`src/rtl/idsplit_pkg.sv`:
```
package idsplit_pkg;

    localparam int ID_W     = 32;
    localparam int VER_W    = 4;
    localparam int PART_W   = 16;
    localparam int BANK_W   = 4;
    localparam int MFR_W    = 7;
    localparam int MFR_LSB  = 1;
    localparam int BANK_LSB = MFR_LSB + MFR_W;
    localparam int PART_LSB = BANK_LSB + BANK_W;
    localparam int VER_LSB  = PART_LSB + PART_W;

    typedef struct packed {
        logic [VER_W-1:0]  version;
        logic [PART_W-1:0] part;
        logic [BANK_W-1:0] bank;
        logic [MFR_W-1:0]  mfr;
    } id_fields_t;

    typedef struct packed {
        logic              has_id;
        logic [ID_W-1:0]   code;
        id_fields_t        fields;
    } dev_rec_t;

endpackage

```
`src/rtl/idsplit_framer.sv`:
```
module idsplit_framer
    import idsplit_pkg::*;
(
    input  logic            clk,
    input  logic            rst_n,
    input  logic            bit_valid,
    input  logic            bit_in,
    input  logic            end_of_stream,
    output logic            ev_bypass,
    output logic            ev_idcode,
    output logic            ev_trunc,
    output logic [ID_W-1:0] word
);

    localparam int CW = $clog2(ID_W);

    typedef struct packed {
        logic            collecting;
        logic [CW-1:0]   cnt;
        logic [ID_W-1:0] sreg;
    } frm_t;

    frm_t s_d, s_q;

    always_comb begin
        s_d       = s_q;
        ev_bypass = 1'b0;
        ev_idcode = 1'b0;
        ev_trunc  = 1'b0;
        word      = {bit_in, s_q.sreg[ID_W-1:1]};

        if (bit_valid) begin
            s_d.sreg = word;
            if (!s_q.collecting) begin
                if (bit_in) begin
                    s_d.collecting = 1'b1;
                    s_d.cnt        = CW'(1);
                end else begin
                    ev_bypass = 1'b1;
                end
            end else if (s_q.cnt == CW'(ID_W - 1)) begin
                ev_idcode      = 1'b1;
                s_d.collecting = 1'b0;
                s_d.cnt        = '0;
            end else begin
                s_d.cnt = s_q.cnt + CW'(1);
            end
        end

        if (end_of_stream && s_d.collecting) begin
            ev_trunc       = 1'b1;
            s_d.collecting = 1'b0;
            s_d.cnt        = '0;
        end
    end

    always_ff @(posedge clk) begin
        if (!rst_n) begin
            s_q <= '0;
        end else begin
            s_q <= s_d;
        end
    end

endmodule

```
`src/rtl/idsplit_fields.sv`:
```
module idsplit_fields
    import idsplit_pkg::*;
(
    input  logic [ID_W-1:0] word,
    output id_fields_t      fields
);

    always_comb begin
        fields.version = word[VER_LSB  +: VER_W];
        fields.part    = word[PART_LSB +: PART_W];
        fields.bank    = word[BANK_LSB +: BANK_W];
        fields.mfr     = word[MFR_LSB  +: MFR_W];
    end

endmodule

```
`src/rtl/idsplit_tally.sv`:
```
module idsplit_tally #(
    parameter int CNT_W = 16
) (
    input  logic             clk,
    input  logic             rst_n,
    input  logic             ev_bypass,
    input  logic             ev_idcode,
    output logic [CNT_W-1:0] rec_count,
    output logic [CNT_W-1:0] id_count,
    output logic [CNT_W-1:0] byp_count
);

    typedef struct packed {
        logic [CNT_W-1:0] rec;
        logic [CNT_W-1:0] ids;
        logic [CNT_W-1:0] byp;
    } tally_t;

    tally_t t_d, t_q;

    always_comb begin
        t_d = t_q;
        if (ev_idcode) begin
            t_d.ids = t_q.ids + CNT_W'(1);
        end
        if (ev_bypass) begin
            t_d.byp = t_q.byp + CNT_W'(1);
        end
        if (ev_idcode || ev_bypass) begin
            t_d.rec = t_q.rec + CNT_W'(1);
        end
    end

    always_ff @(posedge clk) begin
        if (!rst_n) begin
            t_q <= '0;
        end else begin
            t_q <= t_d;
        end
    end

    assign rec_count = t_q.rec;
    assign id_count  = t_q.ids;
    assign byp_count = t_q.byp;

endmodule

```
`src/rtl/idcode_splitter.sv`:
```
module idcode_splitter
    import idsplit_pkg::*;
#(
    parameter int CNT_W = 16
) (
    input  logic             clk,
    input  logic             rst_n,
    input  logic             bit_valid,
    input  logic             bit_in,
    input  logic             end_of_stream,
    output logic             out_valid,
    output logic             out_trunc_err,
    output logic             out_has_idcode,
    output logic [31:0]      out_idcode,
    output logic [3:0]       out_version,
    output logic [15:0]      out_part,
    output logic [3:0]       out_bank,
    output logic [6:0]       out_mfr_id,
    output logic [CNT_W-1:0] rec_count,
    output logic [CNT_W-1:0] id_count,
    output logic [CNT_W-1:0] byp_count
);

    typedef struct packed {
        logic     valid;
        logic     trunc;
        dev_rec_t rec;
    } out_t;

    logic            ev_bypass;
    logic            ev_idcode;
    logic            ev_trunc;
    logic [ID_W-1:0] word;
    id_fields_t      fields;

    out_t o_d, o_q;

    idsplit_framer u_framer (
        .clk           (clk),
        .rst_n         (rst_n),
        .bit_valid     (bit_valid),
        .bit_in        (bit_in),
        .end_of_stream (end_of_stream),
        .ev_bypass     (ev_bypass),
        .ev_idcode     (ev_idcode),
        .ev_trunc      (ev_trunc),
        .word          (word)
    );

    idsplit_fields u_fields (
        .word   (word),
        .fields (fields)
    );

    idsplit_tally #(.CNT_W(CNT_W)) u_tally (
        .clk       (clk),
        .rst_n     (rst_n),
        .ev_bypass (ev_bypass),
        .ev_idcode (ev_idcode),
        .rec_count (rec_count),
        .id_count  (id_count),
        .byp_count (byp_count)
    );

    always_comb begin
        o_d            = '0;
        o_d.valid      = ev_idcode | ev_bypass;
        o_d.trunc      = ev_trunc;
        o_d.rec.has_id = ev_idcode;
        if (ev_idcode) begin
            o_d.rec.code   = word;
            o_d.rec.fields = fields;
        end
    end

    always_ff @(posedge clk) begin
        if (!rst_n) begin
            o_q <= '0;
        end else begin
            o_q <= o_d;
        end
    end

    assign out_valid      = o_q.valid;
    assign out_trunc_err  = o_q.trunc;
    assign out_has_idcode = o_q.rec.has_id;
    assign out_idcode     = o_q.rec.code;
    assign out_version    = o_q.rec.fields.version;
    assign out_part       = o_q.rec.fields.part;
    assign out_bank       = o_q.rec.fields.bank;
    assign out_mfr_id     = o_q.rec.fields.mfr;

endmodule

```
`config.mk`:
```
export PLATFORM = sky130hd
export DESIGN_NAME = idcode_splitter
export DESIGN_NICKNAME = d
export VERILOG_FILES = /design/src/rtl/idsplit_pkg.sv /design/src/rtl/idsplit_framer.sv /design/src/rtl/idsplit_fields.sv /design/src/rtl/idsplit_tally.sv /design/src/rtl/idcode_splitter.sv
export SDC_FILE = /design/constraint.sdc
export NUM_CORES = 1
export LEC_CHECK = 0
export ABC_AREA = 1
export BUFFER_PORTS_ARGS = -buffer_cell sky130_fd_sc_hd__buf_4
export CORE_ASPECT_RATIO = 1.75
export CORE_MARGIN = 1.5
export CORE_UTILIZATION = 57
export CTS_BUF_LIST = sky130_fd_sc_hd__clkbuf_16
export DETAILED_ROUTE_END_ITERATION = 12
export PLACE_DENSITY = 0.92
export SLEW_MARGIN = 5
export SYNTH_ARGS = -nofsm -noshare
export SYNTH_HDL_FRONTEND = slang
export SYNTH_SLANG_ARGS = --single-unit
export TNS_END_PERCENT = 10
```
`constraint.sdc`:
```
create_clock -name clk -period 4.2 [get_ports clk]
set_clock_uncertainty 0.2 [all_clocks]
set_input_delay 0.42 -clock clk [delete_from_list [all_inputs] [get_ports clk]]
set_output_delay 0.42 -clock clk [all_outputs]
set_load 0.02 [all_outputs]
```
==> flow_metrics.env <==
export IMPL_numCtsBuffers=17
export IMPL_grt_pass1_vias=4306
export IMPL_cts_setup_buffers=0
export IMPL_fillCellCount=600
export IMPL_cts_max_level=4
export IMPL_power_leakage_nw=2.737
export IMPL_status="completed"
export IMPL_area_delta_synth_final_pct=24.71
export IMPL_clk_latency_ps=410
export IMPL_wirelength_um=11010
export IMPL_grt_pass1_wl_um=18240
export IMPL_cts_sinks=120
export IMPL_synth_warnings=0
export IMPL_grt_overflow=0
export IMPL_rsz0062_at_grt="no"
export IMPL_cts_buffer_depth=2
export IMPL_multi_input_area_sq_um=1828
export IMPL_num_vias=4367
export IMPL_num_io_pins=119
export IMPL_setup_viol=0
export IMPL_netlist_area_sq_um=4891
export IMPL_layout_commonest_cell="dfxtp_1"
export IMPL_cts_resized=0
export IMPL_final_cell_mix="120 x dfxtp_1, 118 x buf_4, 116 x nor2_1"
export IMPL_yosysSeqAreaShare=0.4912
export IMPL_drt_initial_drc_count=265
export IMPL_dp_hpwl_um=7525
export IMPL_design_area_sq_um=6100
export IMPL_met2_length_um=5990
export IMPL_initial_core_util=0.5884
export IMPL_crit_type="register to register"
export IMPL_postPlaceCellArea_sq_um=5602
export IMPL_cts_tree="done"
export IMPL_critical_path_startpoint_type="register"
export IMPL_die_h_um=125.5
export IMPL_hold_path_depth=3
export IMPL_regArea_sq_um=2402
export IMPL_grt_max_degree=69
export IMPL_post_synth_num_cell_types=26
export IMPL_setup_tns_ps=0
export IMPL_slew_headroom=0.5835
export IMPL_finalMaxSlewViolations=0
export IMPL_path_max_fanout=13
export IMPL_diodes=0
export IMPL_finish_utilization=0.7337
export IMPL_antenna_found_initial=0
export IMPL_ir_drop_mv=0.2726
export IMPL_syn_instance_count=652
export IMPL_max_freq_mhz=441.7
export IMPL_p_per_area_nw_per_um2=406.6
export IMPL_endpoint_kind="register"
export IMPL_die_area_sq_um=9167
export IMPL_maxCapViolCount=0
export IMPL_drc=0
export IMPL_core_area_sq_um=8313
export IMPL_dp_cells=835
export IMPL_syn_avg_cell_area_sq_um=7.501
export IMPL_firstDrtPassIters=5
export IMPL_hp_class="input port to register"
export IMPL_nets=749
export IMPL_met1_length_um=4020
export IMPL_topRoutingLayerUsed="met4"
export IMPL_stdcell_count=867
export IMPL_track_usage=0.2515
export IMPL_gp_congestion=0.8586
export IMPL_routed_via_density=5.037
export IMPL_drtAntennaViolNets=0
export IMPL_fin_crit_sh=0.5390
export IMPL_finalWorstPathRequiredPeriod_ps=2264
export IMPL_wl_per_cell_um=12.70
export IMPL_worstPathRequired_ps=4300
export IMPL_met3_length_um=726
export IMPL_hold_violations=0
export IMPL_clk_pin_slew_ps=50
export IMPL_tightest_slew_ps=619.9
export IMPL_ys_seq_elements=120
export IMPL_reg2reg_depth=10
export IMPL_ctsHoldBuffers=0
export IMPL_rows=44
export IMPL_critPathArrivalTime_ps=2370
export IMPL_io_buffers=118
export IMPL_syn_num_nets=662
export IMPL_drive_gt1_frac=0.2101
export IMPL_root_buffer="clkbuf_16"
export IMPL_die_w_um=73.02
-- final timing paths --
path / from / end / slack, ps
min reg2reg: u_framer.word[0] / out_idcode[0] / 240
max reg2reg: u_framer.s_q[32] / u_tally.rec_count[13] / 1940
max: u_framer.s_q[32] / u_tally.rec_count[13] / 1940
min: bit_in / out_idcode[31] / 60
-- cells by family after synthesis --
family | after synthesis | synth area share
AO/OA/AOI/OAI | 102 | 0.1067
adder cells (fa/ha/maj) | 5 | 0.01279
buffers and inverters | 141 | 0.1351
XOR/XNOR | 4 | 0.007162
flip-flops | 120 | 0.4912
AND/OR/NAND/NOR | 280 | 0.2471
-- sequential cells by signal (all words and copies together) (netlist names), 6 cells and up --
| name | count |
|---|---|
| u_tally.rec_count | 16 |
| u_framer.word | 31 |
| out_idcode | 32 |
| u_framer.s_q | 6 |
| u_tally.byp_count | 16 |
| u_tally.id_count | 16 |
-- critical path, stage by stage, from the launching register on --
cell and delay, ps:
dfxtp_1 370, ha_1 200, and3_1 170, ha_1 260, nand3_4 150, nand2_2 270, nand3_1 160, nor2_1 190
nand2_1 80, nand2_1 60, nor2_1 50
-- synth_stat cells --
master | number | area, sq um
clkbuf_1 | 14 | 52.55
nor3b_1 | 2 | 15.01
nor2_4 | 4 | 45.04
o21a_1 | 3 | 22.52
inv_2 | 2 | 7.510
nand2_2 | 2 | 12.51
nor3_2 | 1 | 10.01
dfxtp_1 | 120 | 2402
ha_1 | 5 | 62.56
o21ai_0 | 48 | 240.2
buf_6 | 1 | 11.26
buf_4 | 32 | 240.2
a21oi_2 | 1 | 8.760
buf_2 | 3 | 15.01
nand3_4 | 1 | 17.52
nand3_1 | 24 | 120.1
nand4_1 | 16 | 100.1
nand2_4 | 2 | 22.52
xor2_1 | 4 | 35.03
inv_1 | 89 | 334.1
nor3_1 | 4 | 20.02
nor2_1 | 116 | 435.4
a21oi_1 | 50 | 250.2
nand2_1 | 106 | 397.9
and3_1 | 1 | 6.260
nor2_2 | 1 | 6.260
-- per-layer routing --
metal  vias to the layer above  global-route usage
li1                       2177                   -
met1                      1984              0.2428
met2                       173              0.4631
met3                        33             0.09025
met4                         0              0.1010
met5                         -                   0
-- power breakdown --
group | internal, W | switching [W] | total [W]
Sequential | 0.00116 | 0.0000143 | 0.00118
Combinational | 0.0000287 | 0.0000649 | 0.0000936
Clock | 0.000728 | 0.000480 | 0.00121
Total | 0.00192 | 0.000559 | 0.00248
-- per-stage QoR --
step	setup slack (ps)	power, W	hold slack [ps]
4_1_cts	1966	0.002499	51.53
5_1_grt	1702	0.002569	55.45
3_3_place_gp	1980	0.001287	212.3
6_report	1936	0.002480	61.87
2_1_floorplan	2276	0.001269	204.7
3_5_place_dp	1909	0.001292	240.5
-- area by class of cell --
class / instances / area share
flip-flops and latches: 120 / 0.3938
multi-input cells: 391 / 0.2997
repair buffers: 118 / 0.1452
clock buffers: 17 / 0.06974
inverters: 91 / 0.05600
well taps: 115 / 0.02359
clock inverters: 15 / 0.01190
(Power assumes the default switching activity.)
